<file path="src/rtl/wsg_pkg.sv">
package wsg_pkg;
  // Index of each filtered strobe in the internal strobe vectors
  typedef enum int {
    STB_CS = 0,
    STB_WE = 1
  } stb_idx_e;

  localparam int NUM_STB = 2;

  // Counter width able to hold values 0..limit
  function automatic int run_width(input int limit);
    return (limit < 1) ? 1 : $clog2(limit + 1);
  endfunction
endpackage

</file>
<file path="src/rtl/wsg_reset_sync.sv">
module wsg_reset_sync #(
  parameter int STAGES = 2
) (
  input  logic clk,
  input  logic rst_n,
  output logic rst_n_sync
);
  logic [STAGES-1:0] shift_q;

  always_ff @(posedge clk or negedge rst_n) begin
    if (!rst_n) shift_q <= '0;
    else        shift_q <= {shift_q[STAGES-2:0], 1'b1};
  end

  assign rst_n_sync = shift_q[STAGES-1];
endmodule

</file>
<file path="src/rtl/wsg_run_detect.sv">
// Counts consecutive samples of level_hit == 1, saturating at RUN_LEN.
// reached goes high on the edge of the RUN_LEN-th sample and low on the
// first sample of level_hit == 0.
module wsg_run_detect #(
  parameter int RUN_LEN = 4
) (
  input  logic clk,
  input  logic rst_n,
  input  logic level_hit,
  output logic reached
);
  import wsg_pkg::*;

  localparam int CW = run_width(RUN_LEN);
  localparam logic [CW-1:0] LIMIT = CW'(RUN_LEN);

  logic [CW-1:0] cnt_q, cnt_d;
  logic          cnt_en;
  logic          reached_q, reached_d;

  always_comb begin
    cnt_d     = cnt_q;
    cnt_en    = 1'b0;
    if (!level_hit) begin
      cnt_d  = '0;
      cnt_en = (cnt_q != '0);
    end else if (cnt_q != LIMIT) begin
      cnt_d  = cnt_q + CW'(1);
      cnt_en = 1'b1;
    end
    reached_d = level_hit && (cnt_d == LIMIT);
  end

  always_ff @(posedge clk or negedge rst_n) begin
    if (!rst_n) begin
      cnt_q     <= '0;
      reached_q <= 1'b0;
    end else begin
      if (cnt_en) cnt_q <= cnt_d;
      reached_q <= reached_d;
    end
  end

  assign reached = reached_q;
endmodule

</file>
<file path="src/rtl/wsg_permit_gate.sv">
module wsg_permit_gate (
  input  logic settled,
  input  logic vdd_ok,
  input  logic oe_n,
  output logic allow
);
  // Live supply flag and output enable act without waiting for a clock edge
  always_comb allow = settled && vdd_ok && oe_n;
endmodule

</file>
<file path="src/rtl/wr_strobe_guard.sv">
module wr_strobe_guard #(
  parameter int GLITCH_CYC  = 4,
  parameter int SETTLE_CYC  = 5000,
  parameter int SYNC_STAGES = 2
) (
  input  logic clk,
  input  logic rst_n,
  input  logic cs_n_in,
  input  logic we_n_in,
  input  logic oe_n_in,
  input  logic vdd_ok_in,
  output logic cs_n_out,
  output logic we_n_out,
  output logic wr_allow
);
  import wsg_pkg::*;

  logic               rst_n_int;
  logic [NUM_STB-1:0] raw_n;
  logic [NUM_STB-1:0] held_low;
  logic               settled;

  wsg_reset_sync #(.STAGES(SYNC_STAGES)) u_rst (
    .clk       (clk),
    .rst_n     (rst_n),
    .rst_n_sync(rst_n_int)
  );

  assign raw_n[STB_CS] = cs_n_in;
  assign raw_n[STB_WE] = we_n_in;

  for (genvar i = 0; i < NUM_STB; i++) begin : g_filt
    wsg_run_detect #(.RUN_LEN(GLITCH_CYC)) u_filt (
      .clk      (clk),
      .rst_n    (rst_n_int),
      .level_hit(!raw_n[i]),
      .reached  (held_low[i])
    );
  end

  assign cs_n_out = !held_low[STB_CS];
  assign we_n_out = !held_low[STB_WE];

  wsg_run_detect #(.RUN_LEN(SETTLE_CYC)) u_settle (
    .clk      (clk),
    .rst_n    (rst_n_int),
    .level_hit(vdd_ok_in),
    .reached  (settled)
  );

  wsg_permit_gate u_gate (
    .settled(settled),
    .vdd_ok (vdd_ok_in),
    .oe_n   (oe_n_in),
    .allow  (wr_allow)
  );
endmodule

</file>
<file path="config.mk">
export PLATFORM = sky130hd
export DESIGN_NAME = wr_strobe_guard
export DESIGN_NICKNAME = d
export VERILOG_FILES = /design/src/rtl/wsg_pkg.sv /design/src/rtl/wsg_reset_sync.sv /design/src/rtl/wsg_run_detect.sv /design/src/rtl/wsg_permit_gate.sv /design/src/rtl/wr_strobe_guard.sv
export SDC_FILE = /design/constraint.sdc
export NUM_CORES = 1
export LEC_CHECK = 0
export BUFFER_PORTS_ARGS = -buffer_cell sky130_fd_sc_hd__buf_2
export CAP_MARGIN = 20
export CORE_AREA = 2 2 56 58
export DETAILED_ROUTE_END_ITERATION = 16
export DIE_AREA = 0 0 58 60
export PLACE_DENSITY = 0.68
export SLEW_MARGIN = 10
export SYNTH_ARGS = -nofsm -noshare
export SYNTH_HDL_FRONTEND = slang
export SYNTH_HIERARCHICAL = 1
export SYNTH_SLANG_ARGS = --single-unit
export TNS_END_PERCENT = 1
</file>
<file path="constraint.sdc">
create_clock -name clk -period 0.8 [get_ports clk]
set_input_delay 0.08 -clock clk [delete_from_list [all_inputs] [get_ports clk]]
set_output_delay 0.08 -clock clk [all_outputs]
set_load 0.01 [all_outputs]
</file>
---- Word level (Yosys, flattened, before mapping) ----
Cells that the tools add are included.
cells by class
  equality and inequality tests ........... 6
  add/subtract/negate cells ............... 3
  mux-type cells .......................... 12
  reductions and logical operators ........ 12
operator list
  cell                     number
  $mux W13                 2
  $add A13 B1 Y13 const B  1
  $eq A13 B13 Y1 const B   1
  $ne A13 B13 Y1 const B   1
  $reduce_bool A13 Y1      1
  $mux W3                  4
  $add A3 B1 Y3 const B    2
  $eq A3 B3 Y1 const B     2
  $mux W1                  6
  $ne A3 B3 Y1 const B     2
  $reduce_bool A3 Y1       2
  $logic_and A1 B1 Y1      5
  $logic_not A1 Y1         4
word-level totals
  word-level logic and storage cells ...... 40
  input bits .............................. 6
  register bits ........................... 24

---- Logic depth before layout (Yosys ltp) ----
Gate-level depths: netlist (run 1).
  depth in word-level cells ............... 5
  mapped depth ............................ 8

---- Cells and area by module ----
Netlist (run 1), hierarchy kept.
by module, submodules not included
  module                                 cells an instance  area an instance (µm²)  instances
  wsg_run_detect (u_settle)              89                 829.5                   1
  wsg_run_detect (g_filt[0].u_filt ...)  21                 230.2                   2
  wsg_reset_sync                         3                  53.8                    1
  wr_strobe_guard                        4                  15.0                    1
  wsg_permit_gate                        1                  6.3                     1

---- Least setup slack after synthesis (run 1) ----
OpenSTA, ideal clock, no wires.
  path kind ............................... register to register
  from .................................... register u_settle.cnt_q[1]
  to ...................................... register u_settle.reached_q (netlist: u_settle/reached)
  buffers on the path ..................... 0
  data required time ...................... 0.689 ns
  clock period less this slack ............ 1.809 ns
  cell stages (with the launch flop) ...... 6
  arrival time ............................ 1.697 ns
  path slack .............................. -1.009 ns
  path through ............................ dfrtp_1 > ha_1 > and4_2 > nand3_1 > or3_2 > a2111oi_2
between the ends
  word-level cells in the longest chain between the ends .. 5
  elaborated cells on any way between the ends .. 6
  those cells by class .................... add/sub: 1; eq/ne: 2; mux: 2; reduce/logical: 1
ends and longest elaborated chain
  element                                                   line                                        source
  from (decl)                                               wsg_run_detect.sv:17                        logic [CW-1:0] cnt_q, cnt_d;
  from (signal assigned)                                    wsg_run_detect.sv:39                        if (cnt_en) cnt_q <= cnt_d;
  $add A13 B1 Y13 / $ne A13 B13 Y1 (equally long branches)  wsg_run_detect.sv:28, wsg_run_detect.sv:27
  $mux W13 (*)                                              wsg_run_detect.sv:27                        end else if (cnt_q != LIMIT) begin
  $mux W13 (*)                                              wsg_run_detect.sv:24                        if (!level_hit) begin
  $eq A13 B13 Y1 (*)                                        wsg_run_detect.sv:31                        reached_d = level_hit && (cnt_d == LIMIT);
  $logic_and A1 B1 Y1 (*)                                   wsg_run_detect.sv:31
  named net u_settle.reached_d                              wsg_run_detect.sv:19                        logic reached_q, reached_d;
  to (signal assigned)                                      wsg_run_detect.sv:40                        reached_q <= reached_d;
  to (decl)                                                 wsg_run_detect.sv:19
The timed path passes the listed nets; every way through them passes the cells marked *.
A chain may end at the register's enable or synchronous reset.

---- Worst setup path in the final report (run 1) ----
  from .................................... register u_settle.cnt_q[0]
  to ...................................... register u_settle.reached_q (netlist: u_settle/reached)
The elaborated chain is that of the path after synthesis.

==> results of run 1 <==
## logic make-up after synthesis
logic type	after synthesis
AOI/OAI and AO/OA	25
and+or+nand+nor	54
other	1
xor gates and xnor gates	12
DFF	24
adders and majority gates	6
buffers and inverters	17
## path summary, 6_finish.rpt
path | from | end | slack [ns] | cells after the start
max | u_settle/cnt_q[0]$_DFFE_PN0P_ | u_settle/reached$_DFF_PN0_ | -0.95 | 7
min | we_n_in | g_filt[1].u_filt/cnt_q[2]$_DFFE_PN0P_ | 0.05 | 4
max reg2reg | u_settle/cnt_q[0]$_DFFE_PN0P_ | u_settle/reached$_DFF_PN0_ | -0.95 | 7
min reg2reg | u_rst/shift_q[1]$_DFF_PN0_ | g_filt[0].u_filt/cnt_q[0]$_DFFE_PN0P_ | 0.18 | 1
max in group asynchronous | u_rst/shift_q[1]$_DFF_PN0_ | g_filt[1].u_filt/cnt_q[2]$_DFFE_PN0P_ | 0.39 | 1
min in group asynchronous | rst_n | u_rst/shift_q[0]$_DFF_PN0_ | 0.06 | 2
## metal layers
metal  wire (microns)  GRT usage, %  vias to the layer above
met5                0             0                        -
met4               57          10.3                        0
met3              100          2.81                        8
met2             1860          41.4                       22
met1             1470          25.1                      616
li1                 -             -                      590
## repair_timing
item / 4_1_cts / 5_1_grt
gates resized for setup: 40 / 10
hold buffers: 1 / 0
setup endpoints to repair: 25 / 25
setup buffers: 2 / 0
endpoints found under the hold margin: 2 / 0
pin swaps: 20 / 7
## state kept, by name, indices dropped and copies added, names as in the netlist
name and cells:
u_rst/shift_q 2, u_settle/cnt_q 13, g_filt.u_filt/cnt_q 6, g_filt.u_filt/reached 2, u_settle/reached 1
## critical path, cell delays in order (launching register included)
cell and delay (ns):
dfrtp_2 0.48, inv_2 0.06, ha_1 0.16, nor3b_4 0.21, nand4_1 0.15, nor3_2 0.16
a31oi_2 0.07, a2111oi_4 0.35
## power by group through the flow
| stage | clock network [W] | registers [W] | logic, W |
|---|---|---|---|
| after floorplan | 0 | 0.00161 | 0.000883 |
| after CTS | 0.000567 | 0.00161 | 0.00197 |
| final | 0.000557 | 0.00163 | 0.00207 |
| after global routing | 0.000622 | 0.00165 | 0.00224 |
| after detailed placement | 0 | 0.00161 | 0.00156 |
| after global placement | 0 | 0.00159 | 0.00146 |
## per-stage QoR
step | total power (W) | worst slack [ns] | cells
finish | 0.00425 | -0.949 | 223
global route | 0.00452 | -1.05 | 223
CTS | 0.00415 | -0.911 | 223
detailed placement | 0.00317 | -1.02 | 217
global placement | 0.00305 | -0.912 | 217
floorplan | 0.00249 | -0.901 | 139
## cells in the mapped netlist
master,instances
conb_1,1
and4_2,1
nor3_1,2
xor2_1,4
o31ai_1,1
a21boi_0,2
dfrtp_1,24
nor2_1,12
nand3_1,6
nand2_1,6
a22o_1,2
or3b_1,2
nand3_2,1
and2_1,5
nand4_1,4
xnor2_1,8
inv_1,13
a21oi_1,5
nor4_1,2
a2111oi_2,1
a32o_1,3
or4_4,1
a21oi_2,1
buf_4,1
clkbuf_2,1
nand2b_1,4
buf_2,1
a311oi_2,2
ha_1,6
o21ai_0,4
or3_2,1
and3_2,2
a31oi_1,3
buf_6,1
and3_1,3
a32oi_1,1
nor3b_1,2
## layout by cell type, fill, tap and decap left out, drive strengths merged, types with 2 or more instances in the layout
cell type	count
buf	51
dfrtp	24
inv	13
nor2	12
xnor2	8
nand3	7
nand2	6
a21oi	6
ha	6
and2	5
and3	5
nand2b	4
nand4	4
xor2	4
o21ai	4
clkbuf	3
a32o	3
a31oi	3
a311oi	2
a21boi	2
a22o	2
nor3	2
or3b	2
nor3b	2
nor4	2
## area by class of cell
cell class	instances	area, sq um	area share [%]
Clock buffer	3	22.5	1.15
Tap cell	33	41.3	2.10
Sequential cell	24	604	30.7
Multi-Input combinational cell	98	850	43.2
Timing Repair Buffer	52	399	20.3
Inverter	13	48.8	2.48
==> results.py, run 1 <==
metrics = {
    "pwr": {
        "switchingPower_w": 0.00153,
        "p_int_w": 0.00272,
        "p_sw_share_pct": 36.1,
        "p_seq_share_pct": 38.2,
        "leakagePower_nw": 0.867,
        "power_frac_comb_pct": 48.7,
        "peakVddDrop_v": 0.00133,
        "p_per_area_mw_per_mm2": 2160,
        "clockPowerShare_pct": 13.1,
    },
    "grt": {
        "grt_pass1_vias": 1306,
        "grt_max_degree": 14,
        "grt_overflow": 0,
        "antenna_found_initial": 0,
        "grt_use_total_pct": 22.2,
        "grt_pass1_wl_microns": 5800,
    },
    "setup_path": {
        "crit_path_start_kind": "register",
        "critPathMaxFanout": 5,
        "critPathArrivalTime_ns": 1.97,
        "end_kind": "register",
        "required_ns": 1.02,
        "crit_type": "register to register",
    },
    "synth": {
        "synth_cell_types": 37,
        "synth_area_leaders": "dfrtp_1, ha_1, xnor2_1, inv_1, nor2_1",
        "synthSimpleGateAreaFrac_pct": 22.5,
        "synth_xor_area_share_pct": 7.70,
        "yosysTopAreaCell": "dfrtp_1",
        "synthMuxAreaShare_pct": 0,
        "netlist_area_sq_mm": 0.00137,
        "synth_top_area_share_pct": 44.0,
        "synth_fa_ha_area_share_pct": 5.50,
        "synth_top_family_by_area": "simple AND/OR/NAND/NOR gates",
        "syn_area_per_cell_sq_um": 9.82,
        "yosysSeqAreaShare_pct": 44.0,
        "synth-seq-cells": 24,
        "syn-num-nets": 151,
        "synth_compound_gate_area_share_pct": 14.4,
        "synthCells": 139,
        "yosysWarnings": 6,
    },
    "cells_and_area": {
        "fin_nets": 204,
        "finish.utilization_pct": 67.7,
        "drive_gt1_share_pct": 50.5,
        "fill_cells": 222,
        "design_area_sq_mm": 0.00197,
        "area_growth_syn_to_layout_pct": 44.0,
        "antennaDiodeCount": 0,
    },
    "sta": {
        "finalSetupViolCount": 25,
        "fmax_mhz": 572,
        "hold_viol_final": 0,
        "clock_skew_ns": 0.00868,
        "fin_crit_ns": 1.75,
        "grt_setup_unrepaired": "yes",
        "worst_hold_slack_ns": 0.0451,
        "slew_viol_final": 0,
        "postLayoutSetupSlackWorst_ns": -0.949,
        "fin_setup_tns_ns": -11.64,
        "finalCritPeriodShare_pct": 219,
    },
    "run_status": {
        "violations": "setup timing",
        "outcome": "finished with violations",
    },
    "clock_network": {
        "h-tree-depth": 1,
        "clock_sinks": 24,
        "clk_pin_slew_worst_paths_ns": 0.14,
        "cts_buffers": 3,
        "cts_root_buf": "clkbuf_4",
        "cts_tree": "yes",
        "insertion_delay_ns": 0.32,
        "cts_buffer_depth": 2,
    },
    "routing": {
        "wire_per_inst_microns": 15.6,
        "vias_per_cell": 5.54,
        "drtIter0Drc": 22,
        "routed-via-count": 1236,
        "wirelength_microns": 3490,
        "drt-pass1-iter-count": 4,
        "drtAntennaViolNets": 0,
        "remaining_drc_errors": 0,
    },
    "floorplan": {
        "rows": 20,
        "core_region_area_sq_mm": 0.00290,
        "die_h_microns": 60,
        "initial_core_util_pct": 47.0,
        "ios": 9,
        "dieArea_sq_mm": 0.00348,
        "fp.dieW_microns": 58,
    },
    "min_path": {
        "min_path_type": "input port to register",
    },
    "placed_design": {
        "dp_hpwl_microns": 2400,
        "place_area_sq_mm": 0.00174,
        "gp_congestion": 0.878,
        "portBuffers": 8,
    },
    "run": {
        "max_cap_violations": 0,
    },
}
No activity file was read; power rests on OpenSTA's default activity.
==> inputs of run 2 (changes only) <==
--- a/config.mk
+++ b/config.mk
@@ -5,12 +5,14 @@
 export SDC_FILE = /design/constraint.sdc
 export NUM_CORES = 1
 export LEC_CHECK = 0
+export ABC_AREA = 1
 export BUFFER_PORTS_ARGS = -buffer_cell sky130_fd_sc_hd__buf_2
 export CAP_MARGIN = 20
-export CORE_AREA = 2 2 56 58
+export CORE_AREA = 2 2 58 60
 export DETAILED_ROUTE_END_ITERATION = 16
-export DIE_AREA = 0 0 58 60
-export PLACE_DENSITY = 0.68
+export DIE_AREA = 0 0 60 62
+export PLACE_DENSITY = 0.65
+export RECOVER_POWER = 100
 export SLEW_MARGIN = 10
 export SYNTH_ARGS = -nofsm -noshare
 export SYNTH_HDL_FRONTEND = slang
==> constraint.sdc (replaced) <==
create_clock -name clk -period 1.71 [get_ports clk]
set_input_delay 0.171 -clock clk [delete_from_list [all_inputs] [get_ports clk]]
set_output_delay 0.171 -clock clk [all_outputs]
set_load 0.01 [all_outputs]
==> run 2 against run 1 <==
Compared with the run above:
- highest routed layer unchanged
- sequential share of layout area up 5.3 points
- the run now ends clean
- power down 62%
- final cell count up 20%
- largest power group is now registers
- fmax up 10%
- sequential cell count unchanged
- core utilization down 15 points
- die area up 6.9%
- clock skew down 0.0041 ns
- critical path depth up 3
- worst hold slack worse by 0.0062 ns
- worst setup slack better by 1.1 ns
==> results.py, run 2 <==
metrics = {
    "synth": {
        "synthCells": 207,
        "synth_edf_count": 0,
        "syn-num-nets": 219,
        "synth_top_area_share_pct": 40.7,
        "async_flop_share_pct": 100,
        "yosysWarnings": 6,
        "yosysTopAreaCell": "dfrtp_1",
        "netlist_area_sq_mm": 0.00148,
        "synth-seq-cells": 24,
        "synth_cell_types": 21,
        "yosysSeqAreaShare_pct": 40.7,
        "synth_ff_type": "dfrtp_1",
        "post-synth-top-count-cell": "nand2_1",
        "syn_area_per_cell_sq_um": 7.13,
        "synth_area_leaders": "dfrtp_1, nand2_1, inv_1, nand3_1, nor2_1",
        "netlist_top_cells_count": "nand2_1, inv_1, dfrtp_1",
    },
    "cells_and_area": {
        "antennaDiodeCount": 0,
        "design_area_sq_mm": 0.00167,
        "area_growth_syn_to_layout_pct": 12.9,
        "layout_commonest_cell": "nand2_1",
        "top_regs": "u_settle/cnt_q (13), g_filt.u_filt/cnt_q (6)",
        "final_cell_mix": "nand2_1, inv_1, dfrtp_1",
        "drive_gt1_share_pct": 14.5,
        "largest_register_ffs": 13,
        "instances_no_fill": 267,
        "fin_nets": 234,
        "regMostFlops": "u_settle/cnt_q",
    },
    "clock_network": {
        "cts_root_buf": "clkbuf_4",
        "clk_pin_slew_worst_paths_ns": 0.13,
        "insertion_delay_ns": 0.31,
        "cts_buffers": 3,
        "post_cts_buffers": 0,
        "cts_tree": "yes",
        "h-tree-depth": 1,
        "cts_buffer_depth": 2,
        "clock_sinks": 24,
    },
    "sta": {
        "worst_hold_slack_ns": 0.0389,
        "fin_setup_tns_ns": 0,
        "finalCritPeriodShare_pct": 92.7,
        "hold_viol_final": 0,
        "slew_viol_final": 0,
        "grt_setup_unrepaired": "yes",
        "clock_skew_ns": 0.00457,
        "slew_headroom_pct": 28.5,
        "fin_crit_ns": 1.58,
        "fmax_mhz": 631,
        "worst_pin_slew_ns": 1.07,
        "finalSetupViolCount": 0,
    },
    "grt": {
        "antenna_found_initial": 0,
        "grt_pass1_wl_microns": 4630,
        "grt_use_total_pct": 16.6,
        "grt_pass1_vias": 1070,
        "grt_overflow": 0,
        "grt_max_degree": 21,
    },
    "pwr": {
        "p_sw_share_pct": 33.5,
        "clockPowerShare_pct": 24.3,
        "switchingPower_w": 0.000548,
        "p_per_area_mw_per_mm2": 982,
        "p_int_w": 0.00109,
        "peakVddDrop_v": 0.000532,
        "power_frac_comb_pct": 30.0,
        "p_seq_share_pct": 45.6,
        "leakagePower_nw": 0.889,
    },
    "floorplan": {
        "die_h_microns": 62,
        "dieArea_sq_mm": 0.00372,
        "fp.dieW_microns": 60,
        "initial_core_util_pct": 46.4,
        "core_region_area_sq_mm": 0.00318,
        "rows": 21,
        "ios": 9,
    },
    "setup_path": {
        "crit_path_start_kind": "register",
        "rr_worst_depth": 10,
        "cp_top_family": "simple AND/OR/NAND/NOR gates",
        "required_ns": 1.96,
        "crit_type": "register to register",
        "crit_path_max_incr_delay_ns": 0.44,
        "slowest_stage": "dfrtp_1",
        "critPathMaxFanout": 5,
        "end_kind": "register",
        "crit_chain": "ha_2, nand2_4, nor2_4, nand2_2, xor2_1, nor2_2, nand2_1, nor2_1, nand2_1, nor2_1",
        "worstSetupPathDepth": 10,
        "critPathArrivalTime_ns": 1.84,
        "path_buf_inv": 0,
    },
    "min_path": {
        "min_path_type": "register to async pin",
    },
    "routing": {
        "wire_per_inst_microns": 10.2,
        "routed-via-count": 1223,
        "wirelength_microns": 2720,
        "drtAntennaViolNets": 0,
        "drt-pass1-iter-count": 4,
        "drtIter0Drc": 53,
        "vias_per_cell": 4.58,
        "remaining_drc_errors": 0,
    },
    "run_status": {
        "outcome": "finished, final reports clean",
    },
    "placed_design": {
        "dp_hpwl_microns": 2170,
        "dp_cells": 262,
        "portBuffers": 8,
        "place_area_sq_mm": 0.00159,
        "gp_congestion": 0.852,
    },
    "run": {
        "max_cap_violations": 0,
    },
}
-- run 2: metrics by stage --
step                util [%]  power (W)  setup slack (ns)
floorplan                  -    0.00114             0.273
global placement        49.9    0.00125             0.115
detailed placement      49.9    0.00125             0.125
CTS                     51.8    0.00166            0.0978
global route            52.4    0.00179           -0.0456
finish                  52.4    0.00164             0.125
-- run 2: layer usage --
metal	part of all wire [%]	GRT usage, %
met1	50	22.1
met2	47	28.0
met3	1.6	2.07
met4	0.55	6.03
met5	0	0
-- run 2: cell families after synthesis --
logic type / synth area share, %
simple gates: 37.5
buf+inv: 10.9
flops: 40.7
compound gates: 4.32
fa+ha+maj: 5.08
xor+xnor: 1.19
other cells: 0.254
-- run 2: power groups by stage --
| stage | logic (W) | registers, W | clock network [W] |
|---|---|---|---|
| after floorplan | 0.000397 | 0.000741 | 0 |
| after global placement | 0.000489 | 0.000758 | 0 |
| after detailed placement | 0.000495 | 0.000756 | 0 |
| after CTS | 0.000498 | 0.000745 | 0.000416 |
| after global routing | 0.000597 | 0.000762 | 0.000428 |
| final | 0.000491 | 0.000747 | 0.000398 |
-- run 2: layout make-up --
type / count / area (sq um)
Clock buffer: 3 / 22.5
Clock inverter: 1 / 30.0
Fill cell: 319 / 1510
Inverter: 42 / 158
Multi-Input combinational cell: 140 / 742
Sequential cell: 24 / 601
Tap cell: 46 / 57.6
Timing Repair Buffer: 11 / 56.3
-- run 2: what timing repair did --
action                                  in CTS  in global routing
gates resized for setup                      0                  8
hold buffers                                 1                  0
endpoints found under the setup margin       0                  3
hold endpoints to repair                     2                  0
-- run 2: worst paths after layout --
| check | from | endpoint | slack [ns] |
|---|---|---|---|
| max | u_settle/cnt_q[1]$_DFFE_PN0P_ | u_settle/reached$_DFF_PN0_ | 0.13 |
| min | u_rst/shift_q[1]$_DFF_PN0_ | g_filt[0].u_filt/cnt_q[1]$_DFFE_PN0P_ | 0.04 |
| max reg2reg | u_settle/cnt_q[1]$_DFFE_PN0P_ | u_settle/reached$_DFF_PN0_ | 0.13 |
| min reg2reg | u_rst/shift_q[1]$_DFF_PN0_ | g_filt[0].u_filt/cnt_q[1]$_DFFE_PN0P_ | 0.04 |
| max in group asynchronous | u_rst/shift_q[1]$_DFF_PN0_ | g_filt[1].u_filt/cnt_q[2]$_DFFE_PN0P_ | 0.48 |
| min in group clk | vdd_ok_in | u_settle/cnt_q[6]$_DFFE_PN0P_ | 0.20 |
==> inputs of run 3 (changes only) <==
==> constraint.sdc (replaced) <==
create_clock -name clk -period 1.8 [get_ports clk]
set_input_delay 0.18 -clock clk [delete_from_list [all_inputs] [get_ports clk]]
set_output_delay 0.18 -clock clk [all_outputs]
set_load 0.01 [all_outputs]
==> run 3 against run 2 <==
Compared with the run above:
- sequential power fell by 6.2%
- wire length rose by 2.0%
- cell area fell by 0.90%
- power fell by 3.4%
- largest cell class unchanged
- register-to-register slack improved by 0.05 ns
- highest routed layer unchanged
- clock skew rose by 0.00056 ns
- clock power fell by 4%
- fmax fell by 2.3%
- critical path depth did not move
- critical endpoint unchanged
- non-clock buffer count rose by 1
==> results.py, run 3 (synthesized netlist as in run 2, its figures left out) <==
metrics = {
    "run_status": {
        "outcome": "finished, final reports clean",
    },
    "floorplan": {
        "ios": 9,
        "die_h_microns": 62,
        "fp.dieW_microns": 60,
        "initial_core_util_pct": 46.4,
        "rows": 21,
        "core_region_area_sq_mm": 0.00318,
        "dieArea_sq_mm": 0.00372,
    },
    "clock_network": {
        "insertion_delay_ns": 0.31,
        "clock_sinks": 24,
        "cts_buffer_depth": 2,
        "cts_tree": "yes",
        "cts_buffers": 3,
        "h-tree-depth": 1,
        "clk_pin_slew_worst_paths_ns": 0.13,
        "cts_root_buf": "clkbuf_4",
    },
    "grt": {
        "grt_max_degree": 21,
        "grt_pass1_vias": 1072,
        "grt_overflow": 0,
        "grt_use_total_pct": 17.0,
        "grt_pass1_wl_microns": 4680,
        "antenna_found_initial": 0,
    },
    "setup_path": {
        "crit_path_start_kind": "register",
        "end_kind": "register",
        "required_ns": 2.05,
        "r2r-end": "u_settle/reached$_DFF_PN0_",
        "reg2reg_slack_ns": 0.18,
        "rr_worst_depth": 10,
        "critPathMaxFanout": 4,
        "slowest_stage": "dfrtp_1",
        "crit_type": "register to register",
        "rr_startpoint": "u_settle/cnt_q[0]$_DFFE_PN0P_",
        "cp_common_cell": "nor2_1",
        "crit_chain": "inv_1, ha_2, nand2_1, nor2_2, nand3_2, nor2_1, nor2_1, nor2_1, nand3_1, nor2_1",
        "critPathArrivalTime_ns": 1.87,
        "crit_path_max_incr_delay_ns": 0.43,
    },
    "pwr": {
        "peakVddDrop_v": 0.000561,
        "leakagePower_nw": 0.862,
        "p_per_area_mw_per_mm2": 957,
        "power_w": 0.00158,
    },
    "placed_design": {
        "gp_congestion": 0.847,
        "dp_hpwl_microns": 2190,
        "place_area_sq_mm": 0.00158,
        "portBuffers": 8,
    },
    "routing": {
        "drtAntennaViolNets": 0,
        "drtIter0Drc": 75,
        "wl_met3_microns": 80,
        "dr.max_layer_used": "met4",
        "routed-via-count": 1240,
        "dr_wl_met2_microns": 1330,
        "wirelength_microns": 2780,
        "drt-pass1-iter-count": 4,
        "wire_per_inst_microns": 10.4,
        "vias_per_cell": 4.63,
        "wirelength_met1_microns": 1350,
        "remaining_drc_errors": 0,
    },
    "cells_and_area": {
        "antennaDiodeCount": 0,
        "area_growth_syn_to_layout_pct": 11.9,
        "drive_gt1_share_pct": 13.5,
        "final_cell_mix": "nand2_1, inv_1, dfrtp_1",
        "largest_register_ffs": 13,
        "layout_commonest_cell": "nand2_1",
        "regMostFlops": "u_settle/cnt_q",
        "top_regs": "u_settle/cnt_q (13), g_filt.u_filt/cnt_q (6)",
        "fill_cells": 319,
        "design_area_sq_mm": 0.00165,
        "fin_nets": 235,
    },
    "sta": {
        "fin_crit_ns": 1.62,
        "clock_skew_ns": 0.00514,
        "slew_headroom_pct": 30.5,
        "hold_viol_final": 0,
        "finalSetupViolCount": 0,
        "fmax_mhz": 616,
        "slew_viol_final": 0,
        "finalCritPeriodShare_pct": 90.1,
        "worst_pin_slew_ns": 1.04,
    },
    "run": {
        "max_cap_violations": 0,
    },
    "min_path": {
        "min_path_type": "register to async pin",
    },
}
-- run 3: layout make-up --
type                            instances  area, sq um  share of cell area (%)
Clock buffer                            3         22.5                    1.36
Clock inverter                          1         30.0                    1.82
Inverter                               42          158                    9.55
Multi-Input combinational cell        140          719                    43.6
Sequential cell                        24          601                    36.4
Tap cell                               46         57.6                    3.48
Timing Repair Buffer                   12         63.8                    3.86
-- run 3: what timing repair did --
action	in CTS	in global routing
endpoints found under the hold margin	2	0
hold buffers	1	0
endpoints found under the setup margin	0	3
setup buffers	0	2
resized for setup	0	3
-- run 3: report_power, final --
part,leakage (nW),switching (W),internal [W]
Sequential,0.321,0.0000810,0.000620
Combinational,0.512,0.000291,0.000207
Clock,0.0279,0.000157,0.000225
Total,0.862,0.000528,0.00105
-- run 3: layer usage --
metal,track usage (%),vias to the layer above
met2,26.2,15
met1,23.9,551
li1,-,672
met4,7.30,0
met5,0,-
met3,2.28,2
-- run 3: worst max path at each step --
| stage | slack [ns] | endpoint | from | cells past startpoint |
|---|---|---|---|---|
| final | 0.18 | u_settle/reached$_DFF_PN0_ | u_settle/cnt_q[0]$_DFFE_PN0P_ | 10 |
| after global routing | -0.0006 | u_settle/reached$_DFF_PN0_ | u_settle/cnt_q[0]$_DFFE_PN0P_ | 10 |
| after floorplan | 0.36 | u_settle/reached$_DFF_PN0_ | u_settle/cnt_q[0]$_DFFE_PN0P_ | 11 |
| after global placement | 0.12 | u_settle/reached$_DFF_PN0_ | u_settle/cnt_q[0]$_DFFE_PN0P_ | 11 |
| after CTS | 0.08 | u_settle/reached$_DFF_PN0_ | u_settle/cnt_q[0]$_DFFE_PN0P_ | 10 |
| after detailed placement | 0.11 | u_settle/reached$_DFF_PN0_ | u_settle/cnt_q[0]$_DFFE_PN0P_ | 11 |
-- run 3: stage by stage --
stage	setup TNS (ns)	cells	worst slack [ns]	hold WS, ns	util [%]
floorplan	0	207	0.363	-0.116	-
global placement	0	261	0.120	-0.0332	49.6
detailed placement	0	261	0.109	-0.0341	49.6
CTS	0	266	0.0842	0.0552	51.6
global route	-0.000574	268	-0.000574	0.0689	51.9
finish	0	268	0.177	0.0491	51.9
-- run 3: critical path: cells and delay by family, from the launching register on --
family | cells | cell delay [ns]
AND/OR/NAND/NOR | 8 | 0.84
flip-flops | 1 | 0.43
adder cells (fa/ha/maj) | 1 | 0.20
buffers and inverters | 1 | 0.09
